### src/rtl/bcs_pkg.sv
package bcs_pkg;
  localparam int FRAME_W = 48;
  localparam int DATA_W  = 32;
  localparam int ADDR_W  = 15;
  localparam int CNT_W   = 6;
  localparam int HDR_W   = FRAME_W - DATA_W;
  localparam int SR_W    = DATA_W - 1;

  // control word field origins; slot g uses origin+g, PLL uses origin+NUM_SLOTS
  localparam int CLK_ON_LSB   = 8;
  localparam int CLK_OFF_LSB  = 12;
  localparam int RST_OFF_LSB  = 16;
  localparam int RST_ON_LSB   = 20;
  localparam int STAT_CLK_LSB = 0;
  localparam int STAT_RST_LSB = 4;

  typedef enum logic [3:0] {
    SEL_NONE, SEL_SIG, SEL_COMPAT, SEL_OLDEST, SEL_SCRATCH, SEL_HASH,
    SEL_CTRL, SEL_DIO, SEL_SER_LO, SEL_SER_HI, SEL_LINK
  } reg_sel_e;

  function automatic reg_sel_e decode_addr(input logic [ADDR_W-1:0] a);
    reg_sel_e s;
    s = SEL_NONE;
    if (a[ADDR_W-1:6] == '0 && a[1:0] == 2'b00) begin
      case (a[5:2])
        4'h0: s = SEL_SIG;
        4'h1: s = SEL_COMPAT;
        4'h2: s = SEL_OLDEST;
        4'h3: s = SEL_SCRATCH;
        4'h4: s = SEL_HASH;
        4'h8: s = SEL_CTRL;
        4'hC: s = SEL_DIO;
        4'hD: s = SEL_SER_LO;
        4'hE: s = SEL_SER_HI;
        4'hF: s = SEL_LINK;
        default: s = SEL_NONE;
      endcase
    end
    return s;
  endfunction
endpackage

### src/rtl/bcs_sync.sv
module bcs_sync #(
  parameter int               WIDTH     = 1,
  parameter int               STAGES    = 2,
  parameter logic [WIDTH-1:0] RESET_VAL = '0
) (
  input  logic             clk_i,
  input  logic             rst_ni,
  input  logic [WIDTH-1:0] d_i,
  output logic [WIDTH-1:0] q_o
);
  logic [WIDTH-1:0] stg_q [STAGES];

  always_ff @(posedge clk_i or negedge rst_ni) begin
    if (!rst_ni) begin
      for (int i = 0; i < STAGES; i++) stg_q[i] <= RESET_VAL;
    end else begin
      stg_q[0] <= d_i;
      for (int i = 1; i < STAGES; i++) stg_q[i] <= stg_q[i-1];
    end
  end

  assign q_o = stg_q[STAGES-1];
endmodule

### src/rtl/bcs_spi_link.sv
module bcs_spi_link
  import bcs_pkg::*;
#(
  parameter int SYNC_STAGES = 2
) (
  input  logic              clk_i,
  input  logic              rst_ni,
  input  logic              sck_i,
  input  logic              cs_ni,
  input  logic              mosi_i,
  output logic              miso_o,
  output logic              cs_idle_o,
  output logic [ADDR_W-1:0] addr_o,
  input  logic [DATA_W-1:0] rd_data_i,
  output logic              wr_o,
  output logic [DATA_W-1:0] wr_data_o
);
  localparam logic [CNT_W-1:0] CNT_HDR_LAST  = CNT_W'(HDR_W - 1);
  localparam logic [CNT_W-1:0] CNT_HDR_DONE  = CNT_W'(HDR_W);
  localparam logic [CNT_W-1:0] CNT_LAST      = CNT_W'(FRAME_W - 1);
  localparam logic [CNT_W-1:0] CNT_FULL      = CNT_W'(FRAME_W);

  logic sck_s, cs_s, mosi_s, sck_d;
  logic sck_rise, sck_fall;
  logic [CNT_W-1:0]  bit_cnt_q;
  logic [SR_W-1:0]   rx_sr_q;
  logic [DATA_W-1:0] tx_sr_q;
  logic              tx_act_q, hdr_vld_q, hdr_wr_q, wr_q;
  logic [ADDR_W-1:0] addr_q;
  logic [DATA_W-1:0] wdata_q;

  bcs_sync #(.WIDTH(3), .STAGES(SYNC_STAGES), .RESET_VAL(3'b010)) i_pin_sync (
    .clk_i  (clk_i),
    .rst_ni (rst_ni),
    .d_i    ({sck_i, cs_ni, mosi_i}),
    .q_o    ({sck_s, cs_s, mosi_s})
  );

  always_ff @(posedge clk_i or negedge rst_ni) begin
    if (!rst_ni) sck_d <= 1'b0;
    else         sck_d <= sck_s;
  end

  assign sck_rise = sck_s & ~sck_d & ~cs_s;
  assign sck_fall = ~sck_s & sck_d & ~cs_s;

  // receive shifter and bit counter
  always_ff @(posedge clk_i or negedge rst_ni) begin
    if (!rst_ni) begin
      bit_cnt_q <= '0;
      rx_sr_q   <= '0;
    end else if (cs_s) begin
      bit_cnt_q <= '0;
    end else if (sck_rise && bit_cnt_q != CNT_FULL) begin
      rx_sr_q   <= {rx_sr_q[SR_W-2:0], mosi_s};
      bit_cnt_q <= bit_cnt_q + 1'b1;
    end
  end

  // header capture: flag and address latched on the 16th rising edge
  always_ff @(posedge clk_i or negedge rst_ni) begin
    if (!rst_ni) begin
      hdr_vld_q <= 1'b0;
      hdr_wr_q  <= 1'b0;
      addr_q    <= '0;
    end else begin
      hdr_vld_q <= 1'b0;
      if (sck_rise && bit_cnt_q == CNT_HDR_LAST) begin
        hdr_vld_q <= 1'b1;
        hdr_wr_q  <= rx_sr_q[HDR_W-2];
        addr_q    <= {rx_sr_q[ADDR_W-2:0], mosi_s};
      end
    end
  end

  // transmit shifter: loaded once after the header, shifted on falling edges
  always_ff @(posedge clk_i or negedge rst_ni) begin
    if (!rst_ni) begin
      tx_sr_q  <= '0;
      tx_act_q <= 1'b0;
    end else if (cs_s) begin
      tx_act_q <= 1'b0;
    end else if (hdr_vld_q) begin
      tx_sr_q  <= rd_data_i;
      tx_act_q <= 1'b1;
    end else if (sck_fall && tx_act_q && bit_cnt_q > CNT_HDR_DONE) begin
      tx_sr_q  <= {tx_sr_q[DATA_W-2:0], 1'b0};
    end
  end

  // write strobe only on a complete frame
  always_ff @(posedge clk_i or negedge rst_ni) begin
    if (!rst_ni) begin
      wr_q    <= 1'b0;
      wdata_q <= '0;
    end else begin
      wr_q <= 1'b0;
      if (sck_rise && bit_cnt_q == CNT_LAST) begin
        wr_q    <= hdr_wr_q;
        wdata_q <= {rx_sr_q, mosi_s};
      end
    end
  end

  assign miso_o    = tx_act_q & tx_sr_q[DATA_W-1];
  assign cs_idle_o = cs_s;
  assign addr_o    = addr_q;
  assign wr_o      = wr_q;
  assign wr_data_o = wdata_q;
endmodule

### src/rtl/bcs_clkrst_ctrl.sv
module bcs_clkrst_ctrl
  import bcs_pkg::*;
#(
  parameter int NUM_SLOTS = 2
) (
  input  logic                 clk_i,
  input  logic                 rst_ni,
  input  logic                 cmd_vld_i,
  input  logic [DATA_W-1:0]    cmd_i,
  output logic [NUM_SLOTS-1:0] clk_en_o,
  output logic [NUM_SLOTS-1:0] slot_rst_o,
  output logic                 pll_en_o,
  output logic [DATA_W-1:0]    status_o
);
  // field packing requires NUM_SLOTS + 1 <= 4
  logic unused_cmd;
  assign unused_cmd = ^cmd_i;

  for (genvar g = 0; g < NUM_SLOTS; g++) begin : g_slot
    always_ff @(posedge clk_i or negedge rst_ni) begin
      if (!rst_ni) begin
        clk_en_o[g]   <= 1'b0;
        slot_rst_o[g] <= 1'b1;
      end else if (cmd_vld_i) begin
        if (cmd_i[CLK_OFF_LSB+g])     clk_en_o[g] <= 1'b0;
        else if (cmd_i[CLK_ON_LSB+g]) clk_en_o[g] <= 1'b1;
        if (cmd_i[RST_ON_LSB+g])       slot_rst_o[g] <= 1'b1;
        else if (cmd_i[RST_OFF_LSB+g]) slot_rst_o[g] <= 1'b0;
      end
    end
  end

  always_ff @(posedge clk_i or negedge rst_ni) begin
    if (!rst_ni) begin
      pll_en_o <= 1'b0;
    end else if (cmd_vld_i) begin
      if (cmd_i[CLK_OFF_LSB+NUM_SLOTS])     pll_en_o <= 1'b0;
      else if (cmd_i[CLK_ON_LSB+NUM_SLOTS]) pll_en_o <= 1'b1;
    end
  end

  always_comb begin
    status_o = '0;
    status_o[STAT_CLK_LSB +: NUM_SLOTS]  = clk_en_o;
    status_o[STAT_CLK_LSB + NUM_SLOTS]   = pll_en_o;
    status_o[STAT_RST_LSB +: NUM_SLOTS]  = slot_rst_o;
  end
endmodule

### src/rtl/bcs_regfile.sv
module bcs_regfile
  import bcs_pkg::*;
#(
  parameter logic [DATA_W-1:0] SIGNATURE_VAL = 32'h5A17_0C31,
  parameter logic [DATA_W-1:0] REVISION_VAL  = 32'h2403_1200,
  parameter logic [DATA_W-1:0] OLDEST_VAL    = 32'h2311_0500,
  parameter logic [DATA_W-1:0] BUILD_ID_VAL  = 32'h0BAD_F00D,
  parameter int                SYNC_STAGES   = 2
) (
  input  logic              clk_i,
  input  logic              rst_ni,
  input  logic [ADDR_W-1:0] addr_i,
  input  logic              wr_i,
  input  logic [DATA_W-1:0] wr_data_i,
  input  logic [DATA_W-1:0] ctrl_status_i,
  input  logic              partner_i,
  output logic [DATA_W-1:0] rd_data_o,
  output logic              ctrl_wr_o,
  output logic              host_ready_o
);
  reg_sel_e          sel;
  logic              partner_s;
  logic [DATA_W-1:0] scratch_q, dio_q, ser_lo_q, ser_hi_q;
  logic              ready_q;

  assign sel = decode_addr(addr_i);

  bcs_sync #(.WIDTH(1), .STAGES(SYNC_STAGES), .RESET_VAL(1'b0)) i_partner_sync (
    .clk_i  (clk_i),
    .rst_ni (rst_ni),
    .d_i    (partner_i),
    .q_o    (partner_s)
  );

  always_ff @(posedge clk_i or negedge rst_ni) begin
    if (!rst_ni) begin
      scratch_q <= '0;
      dio_q     <= '0;
      ser_lo_q  <= '0;
      ser_hi_q  <= '0;
      ready_q   <= 1'b0;
    end else if (wr_i) begin
      case (sel)
        SEL_SCRATCH: scratch_q <= wr_data_i;
        SEL_DIO:     dio_q     <= wr_data_i;
        SEL_SER_LO:  ser_lo_q  <= wr_data_i;
        SEL_SER_HI:  ser_hi_q  <= wr_data_i;
        SEL_LINK:    ready_q   <= wr_data_i[0];
        default: ;
      endcase
    end
  end

  always_comb begin
    case (sel)
      SEL_SIG:     rd_data_o = SIGNATURE_VAL;
      SEL_COMPAT:  rd_data_o = REVISION_VAL;
      SEL_OLDEST:  rd_data_o = OLDEST_VAL;
      SEL_SCRATCH: rd_data_o = scratch_q;
      SEL_HASH:    rd_data_o = BUILD_ID_VAL;
      SEL_CTRL:    rd_data_o = ctrl_status_i;
      SEL_DIO:     rd_data_o = dio_q;
      SEL_SER_LO:  rd_data_o = ser_lo_q;
      SEL_SER_HI:  rd_data_o = ser_hi_q;
      SEL_LINK:    rd_data_o = {{(DATA_W-1){1'b0}}, partner_s};
      default:     rd_data_o = '0;
    endcase
  end

  assign ctrl_wr_o    = wr_i && (sel == SEL_CTRL);
  assign host_ready_o = ready_q;
endmodule

### src/rtl/board_ctrl_spi.sv
module board_ctrl_spi
  import bcs_pkg::*;
#(
  parameter int                NUM_SLOTS     = 2,
  parameter int                SYNC_STAGES   = 2,
  parameter logic [DATA_W-1:0] SIGNATURE_VAL = 32'h5A17_0C31,
  parameter logic [DATA_W-1:0] REVISION_VAL  = 32'h2403_1200,
  parameter logic [DATA_W-1:0] OLDEST_VAL    = 32'h2311_0500,
  parameter logic [DATA_W-1:0] BUILD_ID_VAL  = 32'h0BAD_F00D
) (
  input  logic                 clk_i,
  input  logic                 rst_ni,
  input  logic                 spi_sck_i,
  input  logic                 spi_cs_ni,
  input  logic                 spi_mosi_i,
  output logic                 spi_miso_o,
  input  logic                 partner_found_i,
  output logic                 host_ready_o,
  output logic [NUM_SLOTS-1:0] slot_clk_en_o,
  output logic [NUM_SLOTS-1:0] slot_rst_o,
  output logic                 pll_ref_en_o
);
  logic              cs_idle, wr_stb, ctrl_wr;
  logic [ADDR_W-1:0] req_addr;
  logic [DATA_W-1:0] wdata, rdata, ctrl_status;

  bcs_spi_link #(.SYNC_STAGES(SYNC_STAGES)) i_link (
    .clk_i     (clk_i),
    .rst_ni    (rst_ni),
    .sck_i     (spi_sck_i),
    .cs_ni     (spi_cs_ni),
    .mosi_i    (spi_mosi_i),
    .miso_o    (spi_miso_o),
    .cs_idle_o (cs_idle),
    .addr_o    (req_addr),
    .rd_data_i (rdata),
    .wr_o      (wr_stb),
    .wr_data_o (wdata)
  );

  bcs_regfile #(
    .SIGNATURE_VAL (SIGNATURE_VAL),
    .REVISION_VAL  (REVISION_VAL),
    .OLDEST_VAL    (OLDEST_VAL),
    .BUILD_ID_VAL  (BUILD_ID_VAL),
    .SYNC_STAGES   (SYNC_STAGES)
  ) i_regs (
    .clk_i         (clk_i),
    .rst_ni        (rst_ni),
    .addr_i        (req_addr),
    .wr_i          (wr_stb),
    .wr_data_i     (wdata),
    .ctrl_status_i (ctrl_status),
    .partner_i     (partner_found_i),
    .rd_data_o     (rdata),
    .ctrl_wr_o     (ctrl_wr),
    .host_ready_o  (host_ready_o)
  );

  bcs_clkrst_ctrl #(.NUM_SLOTS(NUM_SLOTS)) i_clkrst (
    .clk_i      (clk_i),
    .rst_ni     (rst_ni),
    .cmd_vld_i  (ctrl_wr),
    .cmd_i      (wdata),
    .clk_en_o   (slot_clk_en_o),
    .slot_rst_o (slot_rst_o),
    .pll_en_o   (pll_ref_en_o),
    .status_o   (ctrl_status)
  );
endmodule

### config.mk
export PLATFORM = sky130hd
export DESIGN_NAME = board_ctrl_spi
export DESIGN_NICKNAME = d
export VERILOG_FILES = /design/src/rtl/bcs_pkg.sv /design/src/rtl/bcs_sync.sv /design/src/rtl/bcs_spi_link.sv /design/src/rtl/bcs_clkrst_ctrl.sv /design/src/rtl/bcs_regfile.sv /design/src/rtl/board_ctrl_spi.sv
export SDC_FILE = /design/constraint.sdc
export NUM_CORES = 1
export LEC_CHECK = 0
export CAP_MARGIN = 10
export CORE_AREA = 2 2 164 166
export CTS_CLUSTER_DIAMETER = 200
export CTS_CLUSTER_SIZE = 30
export DETAILED_ROUTE_END_ITERATION = 12
export DIE_AREA = 0 0 166 168
export GPL_TIMING_DRIVEN = 0
export PLACE_DENSITY_LB_ADDON = 0.15
export SLEW_MARGIN = 40
export SYNTH_ARGS = -nofsm -noshare
export SYNTH_HDL_FRONTEND = slang
export SYNTH_SLANG_ARGS = --single-unit
### constraint.sdc
create_clock -name clk_i -period 3.8 [get_ports clk_i]
set_input_delay 0.57 -clock clk_i [delete_from_list [all_inputs] [get_ports clk_i]]
set_output_delay 0.57 -clock clk_i [all_outputs]
set_load 0.01 [all_outputs]
==> impl_metrics.json <==
{
  "cp_slowest_stage_delay_ns": 0.40,
  "switchingPower_mw": 1.02,
  "grt_max_degree": 70,
  "hpwl_microns": 21700,
  "syn_nets": 929,
  "htreeDepth": 1,
  "fin_tns_setup_ns": 0,
  "via_count": 7539,
  "r2r_start": "i_link.addr_o[2]$_DFFE_PN0P_",
  "fin_crit_ns": 3.62,
  "fin_crit_sh": 0.952,
  "maxCapViolCount": 0,
  "cts_buffer_depth": 3,
  "p_int_mw": 3.54,
  "rsz0062_at_grt": "false",
  "cp.required_ns": 4.22,
  "placed_area_sq_mm": 0.0123,
  "final_antenna_net_count": 0,
  "cts_tree": "yes",
  "ys_types": 75,
  "drtIter0Drc": 620,
  "cts-hold-fix-buffers": 0,
  "hold_viol_final": 0,
  "dp.cells": 1274,
  "r2r_cells": 13,
  "fin_util": 0.480,
  "power_density_mw_per_mm2": 361,
  "setup_viol": 0,
  "leakagePower_nw": 5.97,
  "seqPwrFrac": 0.635,
  "start_util": 0.441,
  "r2r_slack_ns": 0.18,
  "netlist_instances": 918,
  "fin_ws_ns": 0.183,
  "ys_ff_latch": 263,
  "portBuffers": 12,
  "drive_gt1_frac": 0.294,
  "clkPwrFrac": 0.337,
  "critPathArrivalTime_ns": 4.03,
  "synth_top_area_frac": 0.558,
  "die_y_microns": 168,
  "cp_num_buf_inv": 6,
  "critPathKind": "flip-flop to flip-flop",
  "synth_commonest_cells": "dfrtp_1 (259), mux2_2 (207), o21ai_0 (58), nand2_1 (44), clkbuf_1 (33)",
  "endpoint_kind": "flip-flop",
  "use_met3": 0.0306,
  "die_x_microns": 166,
  "slew_headroom": 0.410,
  "drtPass1Iterations": 5,
  "synth_area_sq_mm": 0.0116,
  "fin_hold_ws_ns": 0.0144,
  "combPwrFrac": 0.028,
  "ys.flop_type": "dfrtp_1",
  "dieArea_sq_mm": 0.0279,
  "drc": 0,
  "insertedDiodeCount": 0,
  "max-vdd-ir-drop_v": 0.000253,
  "critPathTopFamily": "buffers and inverters",
  "finalClockSkew_ns": 0.0224,
  "io_pins": 13,
  "grt_busiest_layer": "met2",
  "cp_max_fo": 10,
  "clock-sinks": 263,
  "start_kind": "flip-flop",
  "power_switching_share": 0.223,
  "grt_usage": 0.226,
  "use_met2": 0.359,
  "worstReg2RegEnd": "i_link.tx_sr_q[11]$_DFFE_PN0P_",
  "syn-mean-instance-area_sq_um": 12.7,
  "wl_per_cell_microns": 24.0,
  "drv_slew": 0,
  "power_mw": 4.56,
  "fin_cells": 1293,
  "synth_top_cells_by_area": "dfrtp_1 (56%), mux2_2 (20%), o21ai_0 (2.5%), nand2_1 (1.4%), a21oi_1 (1.2%)",
  "synth-async-reset-ratio": 1.00,
  "cp_cell_sequence": "buf_2 > inv_1 > ha_1 > clkbuf_1 > nor3b_1 > o32a_1 > a311o_1 > buf_2 > or2_1 > clkbuf_1 > clkbuf_4 > a31o_2 > o211ai_1",
  "via_per_inst": 5.83,
  "clkTransAtPathRegs_ns": 0.12,
  "finalNetCount": 958,
  "grt_antenna_before_repair": 1,
  "critical_path.slowest_cell": "dfrtp_1",
  "place_ws_ns": -0.000758,
  "gr-total-overflow": 0,
  "synth_enable_flop_cells": 0,
  "core_area_sq_mm": 0.0264,
  "hold_class": "primary input to asynchronous set/reset pin",
  "synth_top_area_cell": "dfrtp_1",
  "grt_pass1_wl_microns": 48100,
  "seq_area_frac_synth": 0.567,
  "numCtsBuffers": 12,
  "grt_pass1_vias": 7633,
  "ys_warn_count": 0,
  "outcome": "finished, final reports clean",
  "final_cell_area_sq_mm": 0.0126,
  "tightest_slew_ns": 0.877,
  "clk_latency_ns": 0.50,
  "grt.met1_usage": 0.331,
  "wl_microns": 31000,
  "fmax_mhz": 277,
  "gp_congestion": 0.914,
  "synth_most_common_cell": "dfrtp_1",
  "syn_to_final_growth_pct": 8.88,
  "placementRows": 60,
  "cts_root_buf": "clkbuf_16"
}
## cell usage in the layout, fill, tap and decap left out, types with 6 or more instances in the layout
cell type | synthesis | layout
a21o_1 | 11 | 11
a21oi_1 | 28 | 28
a221oi_1 | 9 | 9
a222oi_1 | 7 | 7
a22o_1 | 9 | 9
a22oi_1 | 18 | 18
a41o_1 | 6 | 6
and3_1 | 9 | 9
buf_1 | 9 | 9
buf_2 | 17 | 17
clkbuf_1 | 33 | 27
clkbuf_16 | 0 | 13
clkbuf_2 | 0 | 10
clkdlybuf4s50_1 | 0 | 11
dfrtp_1 | 259 | 259
inv_1 | 24 | 24
mux2_2 | 207 | 207
nand2_1 | 44 | 44
nand3_1 | 13 | 13
nor2_1 | 25 | 23
nor2b_1 | 6 | 6
nor3_1 | 9 | 9
o211ai_1 | 6 | 6
o21ai_0 | 58 | 58
## power groups by stage
stage	combinational, mW	sequential, mW	clock (mW)
5_1_grt	0.151	2.90	1.68
3_3_place_gp	0.122	2.95	0
6_report	0.129	2.90	1.54
4_1_cts	0.135	2.90	1.59
2_1_floorplan	0.0513	2.93	0
3_5_place_dp	0.135	2.95	0
## per-layer routing
metal  wire length, microns  vias up
met5                      0        -
li1                       -     3409
met3                   1400       41
met2                  14300      173
met4                    775        0
met1                  14500     3916
## flip-flops by register name, indices dropped and copies added, names as in the netlist, 2 cells and up
name / count
i_link.tx_sr_q: 32
i_link.wr_data_o: 32
i_regs.dio_q: 32
i_regs.scratch_q: 32
i_regs.ser_hi_q: 32
i_regs.ser_lo_q: 32
i_link.rx_sr_q: 31
i_link.addr_o: 15
i_link.bit_cnt_q: 6
i_link.i_pin_sync.q_o: 3
i_link.i_pin_sync.stg_q: 3
i_clkrst.clk_en_o: 2
i_clkrst.slot_rst_o: 2
## worst max-delay path by stage
stage / startpoint / endpoint / cells past startpoint
floorplan: i_link.addr_o[2]$_DFFE_PN0P_ / i_link.tx_sr_q[11]$_DFFE_PN0P_ / 13
global placement: rst_ni / i_link.addr_o[12]$_DFFE_PN0P_ / 1
detailed placement: i_link.addr_o[2]$_DFFE_PN0P_ / i_link.tx_sr_q[8]$_DFFE_PN0P_ / 12
CTS: i_link.addr_o[2]$_DFFE_PN0P_ / i_link.tx_sr_q[4]$_DFFE_PN0P_ / 12
global route: i_link.addr_o[2]$_DFFE_PN0P_ / i_link.tx_sr_q[4]$_DFFE_PN0P_ / 11
finish: i_link.addr_o[2]$_DFFE_PN0P_ / i_link.tx_sr_q[11]$_DFFE_PN0P_ / 13
## cell families after synthesis
kind of cell / synth area share
muxes: 0.202
DFF: 0.567
xor gates and xnor gates: 0.00377
AOI/OAI and AO/OA: 0.129
adders and majority gates: 0.00539
buffers and inverters: 0.0322
and+or+nand+nor: 0.0606
## cell type report
| cell class | count | area [sq um] |
|---|---|---|
| multi-input combinational | 568 | 4680 |
| buffer | 63 | 300 |
| sequential | 263 | 6590 |
| tap | 341 | 427 |
| clock inverter | 1 | 8.76 |
| clock buffer | 18 | 344 |
| timing repair buffer | 15 | 208 |
| fill | 2368 | 13700 |
| inverter | 24 | 90.1 |
## repair_timing
item / CTS / global route
pin swaps: 0 / 0
endpoints found under the setup margin: 1 / 27
setup buffers: 0 / 0
gates resized for setup: 1 / 17
Power figures use the tool's default switching activity.
